===== config.mk =====
export PLATFORM = sky130hd
export DESIGN_NAME = burst_col_seq
export DESIGN_NICKNAME = d
export VERILOG_FILES = /design/src/rtl/bcs_pkg.sv /design/src/rtl/bcs_len_decode.sv /design/src/rtl/bcs_col_step.sv /design/src/rtl/burst_col_seq.sv
export SDC_FILE = /design/constraint.sdc
export NUM_CORES = 1
export LEC_CHECK = 0
export BUFFER_PORTS_ARGS = -buffer_cell sky130_fd_sc_hd__buf_2
export CAP_MARGIN = 20
export CORE_MARGIN = 2
export CORE_UTILIZATION = 30
export CTS_CLUSTER_DIAMETER = 100
export DETAILED_ROUTE_END_ITERATION = 8
export PLACE_DENSITY = 0.55
export SETUP_SLACK_MARGIN = 0.2
export SYNTH_ARGS = -nofsm -noshare
export SYNTH_HDL_FRONTEND = slang
export SYNTH_HIERARCHICAL = 1
export SYNTH_SLANG_ARGS = --single-unit

===== constraint.sdc =====
create_clock -name clk -period 2.7 [get_ports clk]
set_input_delay 0.405 -clock clk [delete_from_list [all_inputs] [get_ports clk]]
set_output_delay 0.405 -clock clk [all_outputs]
set_load 0.02 [all_outputs]

===== src/rtl/bcs_pkg.sv =====
package bcs_pkg;
   typedef enum logic [2:0] {
      BLEN_1    = 3'b000,
      BLEN_2    = 3'b001,
      BLEN_4    = 3'b010,
      BLEN_8    = 3'b011,
      BLEN_PAGE = 3'b111
   } blen_e;

   localparam int unsigned LEN_CODE_W = 3;
endpackage


===== src/rtl/bcs_len_decode.sv =====
module bcs_len_decode
   import bcs_pkg::*;
#(
   parameter int unsigned COL_W = 8
) (
   input  logic [LEN_CODE_W-1:0] code_i,
   input  logic                  ileave_i,
   output logic [COL_W-1:0]      mask_o,
   output logic                  page_o,
   output logic                  ileave_o,
   output logic                  err_o
);
   generate
      if (COL_W < 3) begin : g_bad_width
         $error("bcs_len_decode: COL_W must hold an 8-beat block");
      end
   endgenerate

   logic reserved;

   always_comb begin
      mask_o   = '0;
      page_o   = 1'b0;
      reserved = 1'b0;
      case (blen_e'(code_i))
         BLEN_1:    mask_o = '0;
         BLEN_2:    mask_o = COL_W'(1);
         BLEN_4:    mask_o = COL_W'(3);
         BLEN_8:    mask_o = COL_W'(7);
         BLEN_PAGE: begin
            mask_o = '1;
            page_o = 1'b1;
         end
         default:   reserved = 1'b1;
      endcase
      ileave_o = ileave_i & ~page_o;
      err_o    = reserved | (page_o & ileave_i);
   end
endmodule


===== src/rtl/bcs_col_step.sv =====
module bcs_col_step #(
   parameter int unsigned COL_W = 8
) (
   input  logic [COL_W-1:0] col_i,
   input  logic [COL_W-1:0] seed_i,
   input  logic [COL_W-1:0] beat_i,
   input  logic [COL_W-1:0] mask_i,
   input  logic             ileave_i,
   output logic [COL_W-1:0] nxt_o
);
   logic [COL_W-1:0] inc;
   logic [COL_W-1:0] beat_nxt;

   assign inc      = col_i + COL_W'(1);
   assign beat_nxt = beat_i + COL_W'(1);

   for (genvar i = 0; i < COL_W; i++) begin : g_bit
      always_comb begin
         if (!mask_i[i])
            nxt_o[i] = col_i[i];
         else if (ileave_i)
            nxt_o[i] = seed_i[i] ^ beat_nxt[i];
         else
            nxt_o[i] = inc[i];
      end
   end
endmodule


===== src/rtl/burst_col_seq.sv =====
module burst_col_seq
   import bcs_pkg::*;
#(
   parameter int unsigned COL_W = 8
) (
   input  logic                  clk,
   input  logic                  rst_n,
   input  logic                  start_i,
   input  logic [COL_W-1:0]      start_col_i,
   input  logic [LEN_CODE_W-1:0] len_code_i,
   input  logic                  ileave_i,
   input  logic                  term_i,
   output logic [COL_W-1:0]      col_o,
   output logic                  col_vld_o,
   output logic                  last_o,
   output logic                  cfg_err_o
);
   logic [COL_W-1:0] dec_mask;
   logic             dec_page, dec_il, dec_err;

   logic [COL_W-1:0] col_q, seed_q, beat_q, mask_q, col_nxt;
   logic             page_q, il_q, vld_q, err_q;

   bcs_len_decode #(.COL_W(COL_W)) u_dec (
      .code_i   (len_code_i),
      .ileave_i (ileave_i),
      .mask_o   (dec_mask),
      .page_o   (dec_page),
      .ileave_o (dec_il),
      .err_o    (dec_err)
   );

   bcs_col_step #(.COL_W(COL_W)) u_step (
      .col_i    (col_q),
      .seed_i   (seed_q),
      .beat_i   (beat_q),
      .mask_i   (mask_q),
      .ileave_i (il_q),
      .nxt_o    (col_nxt)
   );

   logic at_end;
   assign at_end = vld_q & ~page_q & (beat_q == mask_q);

   always_ff @(posedge clk or negedge rst_n) begin
      if (!rst_n) begin
         col_q  <= '0;
         seed_q <= '0;
         beat_q <= '0;
         mask_q <= '0;
         page_q <= 1'b0;
         il_q   <= 1'b0;
         vld_q  <= 1'b0;
         err_q  <= 1'b0;
      end else if (start_i) begin
         col_q  <= start_col_i;
         seed_q <= start_col_i;
         beat_q <= '0;
         mask_q <= dec_mask;
         page_q <= dec_page;
         il_q   <= dec_il;
         vld_q  <= 1'b1;
         err_q  <= dec_err;
      end else if (vld_q) begin
         if (term_i || at_end) begin
            vld_q <= 1'b0;
         end else begin
            col_q  <= col_nxt;
            beat_q <= beat_q + COL_W'(1);
         end
      end
   end

   assign col_o     = col_q;
   assign col_vld_o = vld_q;
   assign last_o    = at_end;
   assign cfg_err_o = err_q;

   a_r1_first_beat: assert property (@(posedge clk) disable iff (!rst_n)
      start_i |=> (col_vld_o && col_o == $past(start_col_i)));

   a_r6_term_stops: assert property (@(posedge clk) disable iff (!rst_n)
      (!start_i && term_i) |=> (!col_vld_o && !last_o));

   a_r4_last_ends: assert property (@(posedge clk) disable iff (!rst_n)
      (last_o && !start_i) |=> !col_vld_o);

   a_r2_block_fixed: assert property (@(posedge clk) disable iff (!rst_n)
      (col_vld_o && !last_o && !start_i && !term_i) |=>
         (col_vld_o && ((col_o ^ $past(col_o)) & ~mask_q) == '0));

   a_r8_reserved_err: assert property (@(posedge clk) disable iff (!rst_n)
      (start_i && len_code_i[2] && !(&len_code_i)) |=> (cfg_err_o && last_o));

   a_r5_page_no_last: assert property (@(posedge clk) disable iff (!rst_n)
      (start_i && (&len_code_i)) |=> !last_o);
endmodule


==> results.md <==
| Quantity | Value | Unit |
|---|---|---|
| Clock sink total | 36 | - |
| Total congestion overflow after global routing | 0 | - |
| Antenna violations before repair | 0 | - |
| Internal Pwr Total | 1220 | uW |
| P per Cell Area | 645 | nW/um^2 |
| Count of routing violations after the opening detailed-route iteration | 110 | - |
| Area growth, synth to finish | 16.1 | % |
| RSZ-0062 raised after global routing | no | - |
| Post-Synthesis Net Count | 230 | - |
| Commonest register cell after synthesis | sky130_fd_sc_hd__dfrtp_1 | - |
| Most numerous cell in the Yosys netlist | sky130_fd_sc_hd__dfrtp_1 | - |
| Warnings, synthesis | 6 | - |
| Fraction of layout instances using a drive strength above 1 | 34.3 | % |
| Number of fill cells | 747 | - |
| Vias per cell | 4.88 | - |
| Insertion delay of the later-clocked pin in the worst-skew pair | 290 | ps |
| Maximum number of pins on one net before global-route repair | 37 | - |
| Initial standard-cell utilization of the core | 30.9 | % |
| Sum of routed wire length over all layers | 4820 | um |
| Outcome | finished clean | - |
| Required @ worst endpoint | 2300 | ps |
| Relative slew slack | 44.3 | % |
| Setup Viol. Count Final | 0 | - |
| Least-Margin Pin Slew | 836 | ps |
| Min-Delay Path Class | input port to async pin | - |
| DPL Wire Length | 3460 | um |
| Clock tree from TritonCTS | done | - |
| Max Fclk | 0.434 | GHz |
| Switching fraction of total power | 27.2 | % |
| Hold violation count in the final report | 0 | - |
| Power share of the clock group | 39.6 | % |
| Max_cap viols | 0 | - |
| Largest area contributor in the synthesized netlist | sky130_fd_sc_hd__dfrtp_1 | - |
| Vias in the first global route | 1648 | - |
| Top area cells in the synthesized netlist | sky130_fd_sc_hd__dfrtp_1 40%, sky130_fd_sc_hd__mux2_2 16%, sky130_fd_sc_hd__xnor2_1 7.0% | - |
| Die Width | 90.5 | um |
| Fraction of registers with async set/reset | 100 | % |
| First-pass GRT wire length | 8240 | um |
| Portion of total power attributed to combinational logic | 21.1 | % |
| Hold-fix buffer count after cts | 0 | - |
| Diodes inserted | 0 | - |
| Smallest hold slack | 202 | ps |
| Share of the cycle needed by the critical path after routing | 85.4 | % |
| Post-synthesis cell type count | 52 | - |
| DRT antenna net count | 0 | - |
| Max Slew Vio Count | 0 | - |
| Die outline area | 8190 | sq um |
| Cell with the largest stage delay on the worst path | sky130_fd_sc_hd__dfrtp_1 | - |
| Number of clock buffers inserted by TritonCTS | 5 | - |
| Number of buffers on the longest clock path | 2 | - |
| # port buffers | 26 | - |
| Worst IR Drop VDD | 0.380 | mV |
| Total routing resource utilization after global routing | 12.4 | % |
| Placed Instances | 327 | - |
| Cell Count, Final, Fillers Out | 335 | - |
| Top-level port count | 27 | - |
| Detail-routed net length per standard cell | 14.4 | um |
| Leakage power | 0.00107 | uW |
| Syn avg cell area | 10.6 | sq um |
| Kind of end point of the critical path | primary output | - |
| Post-layout minimum cycle time | 2310 | ps |
| Root cell of the clock tree | sky130_fd_sc_hd__clkbuf_8 | - |
| Critical Path Max Stage Delay | 530 | ps |
| Number of cell rows | 31 | - |
| Die Ht | 90.5 | um |
| Number of gates given a new drive strength after cts | 0 | - |
| Area fraction of the dominant cell type after synthesis | 40.1 | % |
| Flip-flop and latch count after synthesis | 36 | - |
| Level count of the clock H-tree | 2 | - |
| Net switching power | 458 | uW |
| Sequential share of the synthesized area | 40.1 | % |
| Commonest cells in the synthesized netlist | 36 x sky130_fd_sc_hd__dfrtp_1, 31 x sky130_fd_sc_hd__mux2_2, 18 x sky130_fd_sc_hd__xnor2_1 | - |
| Weighted congestion reported at the end of routability-driven placement | 0.799 | - |
| Arr. time, crit path | 1900 | ps |
| Synth Instances | 211 | - |
| Number of enable flip-flop cells after synthesis | 0 | - |
| Final layout net count | 254 | - |
| DRC violations left | 0 | - |
| Classification of the worst setup path | register to primary output | - |
| Summed negative setup slack over all endpoints | 0 | ps |
| Category of the worst setup path launch point | register | - |
| Total core area | 7250 | sq um |
| Total via count in the routed design | 1635 | - |
| Pre-antenna DRT Iters | 4 | - |
| FF-to-FF setup slack | 530 | ps |
| Number of buffers added for setup after CTS | 0 | - |
| Critical Path, Cell by Cell | xnor2_1 > nand4_2 > nor3_2 > buf_2 | - |
| Post-synthesis instance area | 2240 | sq um |
| Seq pwr share | 39.3 | % |
| Clock-pin slew on the worst setup and hold paths | 90 | ps |
| Worst clock skew | 17.4 | ps |
| Maximum fanout along the worst path | 11 | - |
-- power by group through the flow --
stage,Combinational (uW),Clock [uW],Sequential (uW)
after CTS,357,678,661
after detailed placement,356,0,673
final,354,667,661
after global placement,351,0,671
after floorplan,239,0,682
after global routing,391,700,673
-- worst max-delay path: cells and delay by family, from the launching register on --
| family | cells | cell delay, ps |
|---|---|---|
| DFF | 1 | 530 |
| buffers and inverters | 1 | 250 |
| and+or+nand+nor | 2 | 580 |
| xor gates and xnor gates | 1 | 250 |
-- cells in the final DEF, fill, tap and decap left out, types with 3 or more instances in the layout --
cell type	n
sky130_fd_sc_hd__a21oi_1	9
sky130_fd_sc_hd__and3_1	4
sky130_fd_sc_hd__buf_2	26
sky130_fd_sc_hd__buf_4	3
sky130_fd_sc_hd__bufinv_16	3
sky130_fd_sc_hd__clkbuf_8	5
sky130_fd_sc_hd__dfrtp_1	36
sky130_fd_sc_hd__ha_1	3
sky130_fd_sc_hd__inv_1	4
sky130_fd_sc_hd__mux2_1	5
sky130_fd_sc_hd__mux2_2	31
sky130_fd_sc_hd__mux2i_1	3
sky130_fd_sc_hd__nand2_1	12
sky130_fd_sc_hd__nand3_1	10
sky130_fd_sc_hd__nor2_1	8
sky130_fd_sc_hd__nor2b_1	3
sky130_fd_sc_hd__o21ai_0	5
sky130_fd_sc_hd__o21ai_1	4
sky130_fd_sc_hd__xnor2_1	18
sky130_fd_sc_hd__xor2_1	4
-- area by class of cell --
cell class / count / area [sq um] / share of cell area [%]
clock buffers: 5 / 68.8 / 2.64
multi-input cells: 158 / 1250 / 48.0
clock inverters: 3 / 90.1 / 3.46
inverters: 5 / 18.8 / 0.720
well taps: 99 / 124 / 4.75
flip-flops and latches: 36 / 901 / 34.6
repair buffers: 29 / 153 / 5.86
-- layer usage --
metal	GRT usage [%]	vias up	share of wire, %
met1	17.0	815	49
li1	-	799	-
met3	2.42	4	2.4
met2	19.9	17	48
met4	3.33	0	0.71
met5	0	-	0
-- registers in the layout, summed over array words and instances (netlist names) --
name,count
beat_q,8
cfg_err_o,1
col_o,8
col_vld_o,1
il_q,1
mask_q,8
page_q,1
seed_q,8
-- through the flow --
stage                     total power [uW]  cell area, sq um  worst slack [ps]  utilization (%)
after floorplan                        921              2240               669                -
after global placement                1020              2450               609             33.7
after detailed placement              1030              2450               546             33.7
after CTS                             1700              2610               375             35.9
after global routing                  1760              2610               233             35.9
final                                 1680              2610               394             35.9
-- worst paths after layout --
kind	cells after the start	endpoint	from
worst max-delay path	4	last_o	beat_q[0]
worst min-delay path	1	mask_q[2]	rst_n
worst max register to register	6	col_o[3]	beat_q[0]
worst min register to register	1	page_q	page_q
max in group asynchronous	1	mask_q[4]	rst_n
min in group clk	2	seed_q[0]	start_col_i[0]
-- kinds of logic after synthesis --
family,Yosys count,synth area share (%)
adder cells (fa/ha/maj),3,1.67
AND/OR/NAND/NOR,60,15.4
XOR/XNOR,23,9.31
flip-flops,36,40.1
multiplexers,39,19.4
AO/OA/AOI/OAI,33,9.92
buffers and inverters,17,4.12
Power figures use the tool's default switching activity.
